===== src/rtl/lcm_pkg.sv =====
// Package: shared state type for the least-cushion matching scheduler.
// Assumes nothing beyond being compiled before the modules that import it.
package lcm_pkg;
    typedef enum logic {
        ST_IDLE = 1'b0,
        ST_RUN  = 1'b1
    } lcm_state_e;
endpackage


===== src/rtl/lcm_min_select.sv =====
// Module: finds the smallest cushion over the rows and columns that are not
// yet matched, and the lowest column index holding that value.
// Assumes the all-ones cushion marks an empty pair; found_o is low when only
// empty pairs remain.
module lcm_min_select #(
    parameter int N  = 4,
    parameter int CW = 4,
    parameter int IW = 2
) (
    input  logic [N*N*CW-1:0] cush_i,
    input  logic [N-1:0]      row_used_i,
    input  logic [N-1:0]      col_used_i,
    output logic              found_o,
    output logic [CW-1:0]     min_o,
    output logic [IW-1:0]     col_o
);
    localparam logic [CW-1:0] INF = {CW{1'b1}};

    logic [CW-1:0] best;
    logic [IW-1:0] best_col;

    // Column-major scan with strict less-than, so the lowest column wins ties.
    always_comb begin
        best     = INF;
        best_col = '0;
        for (int j = 0; j < N; j++) begin
            for (int i = 0; i < N; i++) begin
                if (!row_used_i[i] && !col_used_i[j] &&
                    (cush_i[(i*N+j)*CW +: CW] < best)) begin
                    best     = cush_i[(i*N+j)*CW +: CW];
                    best_col = IW'(j);
                end
            end
        end
    end

    // Drive the outputs from the scan result.
    always_comb begin
        min_o   = best;
        col_o   = best_col;
        found_o = (best != INF);
    end
endmodule


===== src/rtl/lcm_urgency_pick.sv =====
// Module: within one chosen column, selects the remaining input whose cell is
// most urgent (lowest rank); equal ranks go to the lowest input index.
// Assumes only inputs with a non-empty cushion in that column compete.
module lcm_urgency_pick #(
    parameter int N  = 4,
    parameter int CW = 4,
    parameter int RW = 3,
    parameter int IW = 2
) (
    input  logic [N*N*CW-1:0] cush_i,
    input  logic [N*N*RW-1:0] urg_i,
    input  logic [N-1:0]      row_used_i,
    input  logic [IW-1:0]     col_i,
    output logic              found_o,
    output logic [IW-1:0]     row_o
);
    localparam logic [CW-1:0] INF = {CW{1'b1}};

    logic [RW-1:0] best_rank;

    // Row scan with strict less-than on rank, so the lowest input wins ties.
    always_comb begin
        found_o   = 1'b0;
        row_o     = '0;
        best_rank = '1;
        for (int i = 0; i < N; i++) begin
            if (!row_used_i[i] &&
                (cush_i[(i*N+int'(col_i))*CW +: CW] != INF) &&
                (!found_o || (urg_i[(i*N+int'(col_i))*RW +: RW] < best_rank))) begin
                found_o   = 1'b1;
                row_o     = IW'(i);
                best_rank = urg_i[(i*N+int'(col_i))*RW +: RW];
            end
        end
    end
endmodule


===== src/rtl/lcm_scheduler.sv =====
// Module: top of the least-cushion / most-urgent crossbar scheduler.
// On an accepted start it loads the cushion and urgency matrices, then makes
// one match per cycle: least cushion picks the column, urgency picks the row,
// and the matched row and column leave the matrix. It stops on an all-empty
// remainder or after N matches. Assumes start is ignored while busy.
module lcm_scheduler #(
    parameter int N  = 4,
    parameter int CW = 4,
    parameter int RW = 3
) (
    input  logic              clk,
    input  logic              rst_n,
    input  logic              start_i,
    input  logic              phase_i,
    input  logic [N*N*CW-1:0] cushion_i,
    input  logic [N*N*RW-1:0] urgency_i,
    output logic              busy_o,
    output logic              done_o,
    output logic              cut_thru_o,
    output logic [N-1:0]      in_vld_o,
    output logic [N*((N>1)?$clog2(N):1)-1:0] in_port_o,
    output logic [N-1:0]      out_vld_o,
    output logic [N*((N>1)?$clog2(N):1)-1:0] out_port_o
);
    import lcm_pkg::*;

    localparam int IW    = (N > 1) ? $clog2(N) : 1;
    localparam int CNT_W = $clog2(N + 1);
    localparam logic [CW-1:0]    INF      = {CW{1'b1}};
    localparam logic [CNT_W-1:0] LAST_CNT = CNT_W'(N - 1);

    lcm_state_e        state_q;
    logic [N*N*CW-1:0] cush_q;
    logic [N*N*RW-1:0] urg_q;
    logic [N-1:0]      row_used_q;
    logic [N-1:0]      col_used_q;
    logic [CNT_W-1:0]  match_cnt_q;
    logic              done_q;
    logic              cut_q;
    logic [N-1:0]      in_vld_q;
    logic [N*IW-1:0]   in_port_q;
    logic [N-1:0]      out_vld_q;
    logic [N*IW-1:0]   out_port_q;

    logic              min_found;
    logic [CW-1:0]     min_val;
    logic [IW-1:0]     min_col;
    logic              pick_found;
    logic [IW-1:0]     pick_row;

    lcm_min_select #(.N(N), .CW(CW), .IW(IW)) u_min (
        .cush_i     (cush_q),
        .row_used_i (row_used_q),
        .col_used_i (col_used_q),
        .found_o    (min_found),
        .min_o      (min_val),
        .col_o      (min_col)
    );

    lcm_urgency_pick #(.N(N), .CW(CW), .RW(RW), .IW(IW)) u_pick (
        .cush_i     (cush_q),
        .urg_i      (urg_q),
        .row_used_i (row_used_q),
        .col_i      (min_col),
        .found_o    (pick_found),
        .row_o      (pick_row)
    );

    // Control and result registers: load on start, one match per running cycle.
    always_ff @(posedge clk) begin
        if (!rst_n) begin
            state_q     <= ST_IDLE;
            cush_q      <= '1;
            urg_q       <= '0;
            row_used_q  <= '0;
            col_used_q  <= '0;
            match_cnt_q <= '0;
            done_q      <= 1'b0;
            cut_q       <= 1'b0;
            in_vld_q    <= '0;
            in_port_q   <= '0;
            out_vld_q   <= '0;
            out_port_q  <= '0;
        end else begin
            done_q <= 1'b0;
            case (state_q)
                ST_IDLE: begin
                    if (start_i) begin
                        state_q     <= ST_RUN;
                        cush_q      <= cushion_i;
                        urg_q       <= urgency_i;
                        row_used_q  <= '0;
                        col_used_q  <= '0;
                        match_cnt_q <= '0;
                        cut_q       <= ~phase_i;
                        in_vld_q    <= '0;
                        in_port_q   <= '0;
                        out_vld_q   <= '0;
                        out_port_q  <= '0;
                    end
                end
                default: begin
                    if (!min_found || !pick_found) begin
                        done_q  <= 1'b1;
                        state_q <= ST_IDLE;
                    end else begin
                        row_used_q[pick_row]           <= 1'b1;
                        col_used_q[min_col]            <= 1'b1;
                        in_vld_q[pick_row]             <= 1'b1;
                        in_port_q[pick_row*IW +: IW]   <= min_col;
                        out_vld_q[min_col]             <= 1'b1;
                        out_port_q[min_col*IW +: IW]   <= pick_row;
                        match_cnt_q                    <= match_cnt_q + 1'b1;
                        if (match_cnt_q == LAST_CNT) begin
                            done_q  <= 1'b1;
                            state_q <= ST_IDLE;
                        end
                    end
                end
            endcase
        end
    end

    // Drive the ports from the registered state.
    always_comb begin
        busy_o     = (state_q == ST_RUN);
        done_o     = done_q;
        cut_thru_o = cut_q;
        in_vld_o   = in_vld_q;
        in_port_o  = in_port_q;
        out_vld_o  = out_vld_q;
        out_port_o = out_port_q;
    end

    // a column holding the minimum must yield an input with a cell.
    a_r4_pick_exists: assert property (@(posedge clk) disable iff (!rst_n)
        (busy_o && min_found) |-> pick_found);

    // both grant views always hold the same number of matches.
    a_r5_view_count: assert property (@(posedge clk) disable iff (!rst_n)
        $countones(in_vld_o) == $countones(out_vld_o));

    // done is a single-cycle pulse.
    a_r7_done_pulse: assert property (@(posedge clk) disable iff (!rst_n)
        done_o |=> !done_o);

    // the match count never exceeds the port count.
    a_r7_cnt_bound: assert property (@(posedge clk) disable iff (!rst_n)
        match_cnt_q <= CNT_W'(N));

    // a start seen while busy leaves the phase tag untouched.
    a_r8_busy_start: assert property (@(posedge clk) disable iff (!rst_n)
        (busy_o && start_i) |=> $stable(cut_thru_o));

    // per-input grant points at a real cell and is mirrored per output.
    for (genvar gi = 0; gi < N; gi++) begin : g_chk
        a_r2_no_empty_grant: assert property (@(posedge clk) disable iff (!rst_n)
            in_vld_o[gi] |-> (cush_q[(gi*N+int'(in_port_o[gi*IW +: IW]))*CW +: CW] != INF));
        a_r5_mirror: assert property (@(posedge clk) disable iff (!rst_n)
            in_vld_o[gi] |-> (out_vld_o[in_port_o[gi*IW +: IW]] &&
                              (out_port_o[int'(in_port_o[gi*IW +: IW])*IW +: IW] == IW'(gi))));
    end
endmodule


===== config.mk =====
export PLATFORM = sky130hd
export DESIGN_NAME = lcm_scheduler
export DESIGN_NICKNAME = d
export VERILOG_FILES = /design/src/rtl/lcm_pkg.sv /design/src/rtl/lcm_min_select.sv /design/src/rtl/lcm_urgency_pick.sv /design/src/rtl/lcm_scheduler.sv
export SDC_FILE = /design/constraint.sdc
export NUM_CORES = 1
export LEC_CHECK = 0
export BUFFER_PORTS_ARGS = -buffer_cell sky130_fd_sc_hd__buf_2
export CAP_MARGIN = 40
export CORE_ASPECT_RATIO = 0.7
export CORE_MARGIN = 10
export CORE_UTILIZATION = 59
export DETAILED_ROUTE_END_ITERATION = 6
export PLACE_DENSITY = 0.82
export SYNTH_ARGS = -nofsm -noshare
export SYNTH_HDL_FRONTEND = slang
export SYNTH_HIERARCHICAL = 1
export SYNTH_SLANG_ARGS = --single-unit

===== constraint.sdc =====
create_clock -name clk -period 30 [get_ports clk]
set_input_delay 3 -clock clk [delete_from_list [all_inputs] [get_ports clk]]
set_output_delay 3 -clock clk [all_outputs]
set_load 0.03 [all_outputs]

==> flow_metrics.py, run 1 <==
metrics = {
    "route": {
        "drc": 0,
        "vias": 9947,
        "wirelength_um": 29300,
        "ant_nets": 0,
        "dr.pass1.iters": 6,
        "vias_per_cell": 6.20,
        "drt_iter0_markers": 1281,
        "wl_per_cell_um": 18.3,
    },
    "setup_path": {
        "cp_max_fo": 30,
        "critical_path_required_ns": 30.36,
        "cp_slowest_cell": "dfxtp_2",
        "arrival_ns": 28.41,
        "worst_setup_path_start_kind": "register",
        "worstSetupEndpointType": "register",
        "critical-path-max-stage-delay_ns": 0.50,
        "crit_top_cell": "ha_1",
        "critPathKind": "reg2reg",
    },
    "global_route": {
        "grt_pass1_wl_um": 47500,
        "grt_pass1_vias": 9177,
        "grt_max_degree": 93,
        "grt_overflow": 0,
        "grt_util_all_layers": 0.251,
        "grt_antenna_before_repair": 1,
    },
    "yosys": {
        "syn-cell-area_um2": 10000,
        "mappedNetlistNets": 1420,
        "ys.warnings.count": 6,
        "synth.avg_cell_area_um2": 7.97,
        "syn_inst": 1259,
    },
    "run_status": {
        "outcome": "finished clean",
    },
    "clocking": {
        "clk_pin_slew_ns": 0.07,
        "cts.path.max_buffers": 2,
        "cts_buffers": 17,
        "cts_tree": "done",
        "clkLatencyLatePin_ns": 0.44,
        "cts_root_buffer": "clkbuf_16",
        "htree_levels": 4,
        "clock-sinks": 150,
    },
    "layout": {
        "post-route-util": 0.693,
        "final_area_um2": 11400,
        "fin_nets": 1528,
        "instances_no_fill": 1605,
        "nFillCells": 1390,
        "final_common_cell": "nand2_1",
        "regArea_um2": 3010,
        "drive_gt1_frac": 0.190,
        "multi_input_area_um2": 6520,
        "area_delta_synth_final_pct": 13.9,
        "antennaDiodeCount": 0,
        "final_cell_mix": "nand2_1 (289), dfxtp_1 (148), buf_2 (141), nand3_1 (78), nor2_1 (65)",
    },
    "min_path": {
        "hold_path_class": "reg2reg",
    },
    "die": {
        "dieArea_um2": 22700,
        "start_util": 0.608,
        "fp.dieW_um": 176,
        "coreArea_um2": 16500,
        "die_y_um": 129,
        "io_pins": 143,
        "rows": 39,
    },
    "sta": {
        "slew_viol_final": 0,
        "relSlewSlack": 0.417,
        "min_period_ns": 28.04,
        "clock_skew_ns": 0.0107,
        "fmax_mhz": 35.7,
        "fin_tns_setup_ns": 0,
        "finalHoldViolCount": 0,
        "worst_pin_slew_ns": 0.875,
        "finalSetupViolations": 0,
        "fin_crit_sh": 0.935,
    },
    "placement": {
        "dp_hpwl_um": 21200,
        "dpl_cell_area_um2": 10800,
        "port_buffers": 142,
        "dp_cells": 1570,
        "gp_congestion": 1.02,
    },
    "run": {
        "cap_violations": 0,
    },
}
## sequential cells by signal, summed over array words and instances, names as in the netlist
signal,cells
in_port_o,8
row_used_q,4
urg_q,48
match_cnt_q,3
done_o,1
cut_thru_o,1
busy_o,1
out_port_o,8
cush_q,64
in_vld_o,4
col_used_q,4
out_vld_o,4
## worst max-delay path: cells and delay by family (launching register included)
kind	cells	cell delay [ns]
AO/OA/AOI/OAI	44	9.28
AND/OR/NAND/NOR	44	9.97
flip-flops	1	0.50
adder cells (fa/ha/maj)	19	4.33
buffers and inverters	16	1.72
multiplexers	8	2.11
## final timing paths
check	slack, ns	end	from	cells past startpoint
min reg2reg	0.46	urg_q[3]$_SDFFE_PN0P_	urg_q[3]$_SDFFE_PN0P_	2
min	0.46	urg_q[3]$_SDFFE_PN0P_	urg_q[3]$_SDFFE_PN0P_	2
max reg2reg	1.96	in_port_o[1]$_SDFFE_PN0P_	row_used_q[0]$_SDFFE_PN0P_	131
max	1.96	in_port_o[1]$_SDFFE_PN0P_	row_used_q[0]$_SDFFE_PN0P_	131
## metal layers
layer / vias up / routed length, µm / GRT usage
li1: 4764 / - / -
met1: 4614 / 13900 / 0.368
met2: 520 / 11800 / 0.348
met3: 47 / 3060 / 0.0691
met4: 2 / 563 / 0.0780
met5: - / 13 / 0
## through the flow
step | setup WS (ns) | hold slack (ns)
after floorplan | 4.25 | 0.439
after global placement | 2.95 | 0.440
after detailed placement | 2.13 | 0.447
after CTS | 1.76 | 0.462
after global routing | -0.0108 | 0.480
final | 1.96 | 0.460
## repair_timing
item | CTS | global route
setup buffers | 0 | 3
hold buffers | 0 | 0
endpoints found under the setup margin | 0 | 22
gates resized for setup | 0 | 7
## final cells by class
| type | instances | area share |
|---|---|---|
| tap | 225 | 0.0246 |
| clock inverter | 15 | 0.0145 |
| inverter | 51 | 0.0168 |
| clock buffer | 17 | 0.0372 |
| multi-input combinational | 993 | 0.570 |
| timing repair buffer | 154 | 0.0735 |
| sequential | 150 | 0.263 |
Power of run 1 is left out: the tool's default activity adds up to more than one toggle a clock period on the data nets, which glitch-free logic cannot reach.
==> inputs of run 2 (changes only) <==
--- a/config.mk
+++ b/config.mk
@@ -7,11 +7,14 @@
 export LEC_CHECK = 0
 export BUFFER_PORTS_ARGS = -buffer_cell sky130_fd_sc_hd__buf_2
 export CAP_MARGIN = 40
+export CELL_PAD_IN_SITES_DETAIL_PLACEMENT = 1
+export CELL_PAD_IN_SITES_GLOBAL_PLACEMENT = 2
 export CORE_ASPECT_RATIO = 0.7
 export CORE_MARGIN = 10
-export CORE_UTILIZATION = 59
+export CORE_UTILIZATION = 34
 export DETAILED_ROUTE_END_ITERATION = 6
-export PLACE_DENSITY = 0.82
+export PLACE_DENSITY_LB_ADDON = 0.1
+export SLEW_MARGIN = 40
 export SYNTH_ARGS = -nofsm -noshare
 export SYNTH_HDL_FRONTEND = slang
 export SYNTH_HIERARCHICAL = 1
==> flow_metrics.py, run 2 (synthesis results as in run 1) <==
metrics = {
    "run_status": {
        "outcome": "finished clean",
    },
    "setup_path": {
        "worstSetupEndpointType": "register",
        "critical_path_required_ns": 30.39,
        "r2r-start": "col_used_q[0]$_SDFFE_PN0P_",
        "arrival_ns": 28.18,
        "critical-path-max-stage-delay_ns": 0.51,
        "critPathKind": "reg2reg",
        "cp_slowest_cell": "or3b_1",
        "rr_endpoint": "in_port_o[5]$_SDFFE_PN0P_",
        "crit_top_cell": "ha_1",
        "r2r_cells": 131,
        "r2r_slack_ns": 2.21,
        "worst_setup_path_start_kind": "register",
        "cp_max_fo": 24,
    },
    "layout": {
        "largest_reg_flops": 64,
        "final_cell_mix": "nand2_1 (289), dfxtp_1 (148), buf_2 (141), nand3_1 (78), nor2_1 (63)",
        "final_common_cell": "nand2_1",
        "area_delta_synth_final_pct": 16.4,
        "drive_gt1_frac": 0.199,
        "top_register": "cush_q",
        "fin_nets": 1532,
        "reg_top3": "cush_q x64, urg_q x48",
        "instances_no_fill": 1762,
        "antennaDiodeCount": 0,
    },
    "route": {
        "dr.pass1.iters": 5,
        "drt_iter0_markers": 601,
        "wl_per_cell_um": 20.1,
        "drc": 0,
        "wirelength_um": 35400,
        "vias_per_cell": 5.51,
        "vias": 9711,
        "ant_nets": 0,
    },
    "min_path": {
        "hold_start": "out_port_o[2]$_SDFFE_PN0P_",
        "hold_path_class": "reg2reg",
        "whs_path_depth": 2,
        "holdPathEnd": "out_port_o[2]$_SDFFE_PN0P_",
    },
    "sta": {
        "clock_skew_ns": 0.0110,
        "relSlewSlack": 0.426,
        "min_period_ns": 27.79,
        "worst_pin_slew_ns": 0.839,
        "slew_viol_final": 0,
        "finalSetupViolations": 0,
        "finalHoldViolCount": 0,
        "fin_crit_sh": 0.926,
        "fin_tns_setup_ns": 0,
        "fmax_mhz": 36.0,
    },
    "clocking": {
        "clk_pin_slew_ns": 0.07,
        "cts.path.max_buffers": 2,
        "cts_hold_buf": 0,
        "clock-sinks": 150,
        "clkLatencyLatePin_ns": 0.46,
        "htree_levels": 4,
        "cts_buffers": 17,
        "cts_root_buffer": "clkbuf_16",
        "cts_tree": "done",
    },
    "placement": {
        "gp_congestion": 0.909,
        "dp_cells": 1722,
        "port_buffers": 142,
        "dp_hpwl_um": 27000,
    },
    "die": {
        "fp.dieW_um": 225,
        "dieArea_um2": 36900,
        "io_pins": 143,
        "rows": 52,
        "coreArea_um2": 29000,
        "start_util": 0.346,
        "die_y_um": 164,
    },
    "global_route": {
        "grt_overflow": 0,
        "grt_pass1_wl_um": 55700,
        "grt_antenna_before_repair": 1,
        "grt_util_all_layers": 0.190,
        "grt_pass1_vias": 9710,
        "grt_max_degree": 96,
    },
    "run": {
        "cap_violations": 0,
    },
}
==> run 2: final cells by class <==
type,instances,area (µm²)
Clock inverter,14,139
Multi-Input combinational cell,993,6560
Sequential cell,150,3010
Fill cell,3554,17300
Inverter,51,191
Tap cell,378,473
Timing Repair Buffer,158,868
Clock buffer,18,439
==> run 2: worst max-delay path by stage <==
stage	from	endpoint	slack, ns	depth (start not counted)
floorplan	row_used_q[0]$_SDFFE_PN0P_	in_port_o[5]$_SDFFE_PN0P_	4.25	132
finish	col_used_q[0]$_SDFFE_PN0P_	in_port_o[5]$_SDFFE_PN0P_	2.21	131
global placement	row_used_q[0]$_SDFFE_PN0P_	in_port_o[5]$_SDFFE_PN0P_	2.22	131
detailed placement	row_used_q[0]$_SDFFE_PN0P_	in_port_o[5]$_SDFFE_PN0P_	1.19	129
global route	col_used_q[0]$_SDFFE_PN0P_	in_port_o[5]$_SDFFE_PN0P_	-0.02	131
CTS	row_used_q[0]$_SDFFE_PN0P_	in_port_o[5]$_SDFFE_PN0P_	0.96	130
==> run 2: timing repair <==
item | in CTS | in global routing
resized for setup | 0 | 17
setup buffers | 0 | 7
endpoints found under the setup margin | 0 | 24
==> run 2: stage by stage <==
step	hold slack (ns)	util	setup WS (ns)	cell area, µm²
floorplan	0.439	-	4.25	10000
global placement	0.443	0.377	2.22	10900
detailed placement	0.445	0.378	1.19	11000
CTS	0.458	0.398	0.962	11500
global route	0.491	0.402	-0.0198	11700
finish	0.451	0.402	2.21	11700
==> run 2: routing by layer <==
| layer | wire (µm) | part of all wire | track usage | vias to the layer above |
|---|---|---|---|---|
| met2 | 15000 | 0.43 | 0.276 | 146 |
| met4 | 282 | 0.0080 | 0.0407 | 0 |
| met3 | 1310 | 0.037 | 0.0396 | 21 |
| met5 | 0 | 0 | 0 | - |
| li1 | - | - | - | 4769 |
| met1 | 18700 | 0.53 | 0.282 | 4775 |
==> run 2: worst max-delay path: cells and delay by family (launching register included) <==
family / cells / cell delay [ns]
multiplexers: 8 / 2.11
AND/OR/NAND/NOR: 42 / 9.44
flip-flops: 1 / 0.48
adder cells (fa/ha/maj): 19 / 4.34
AO/OA/AOI/OAI: 45 / 9.55
buffers and inverters: 17 / 1.79
Power of run 2 is left out for the same reason.
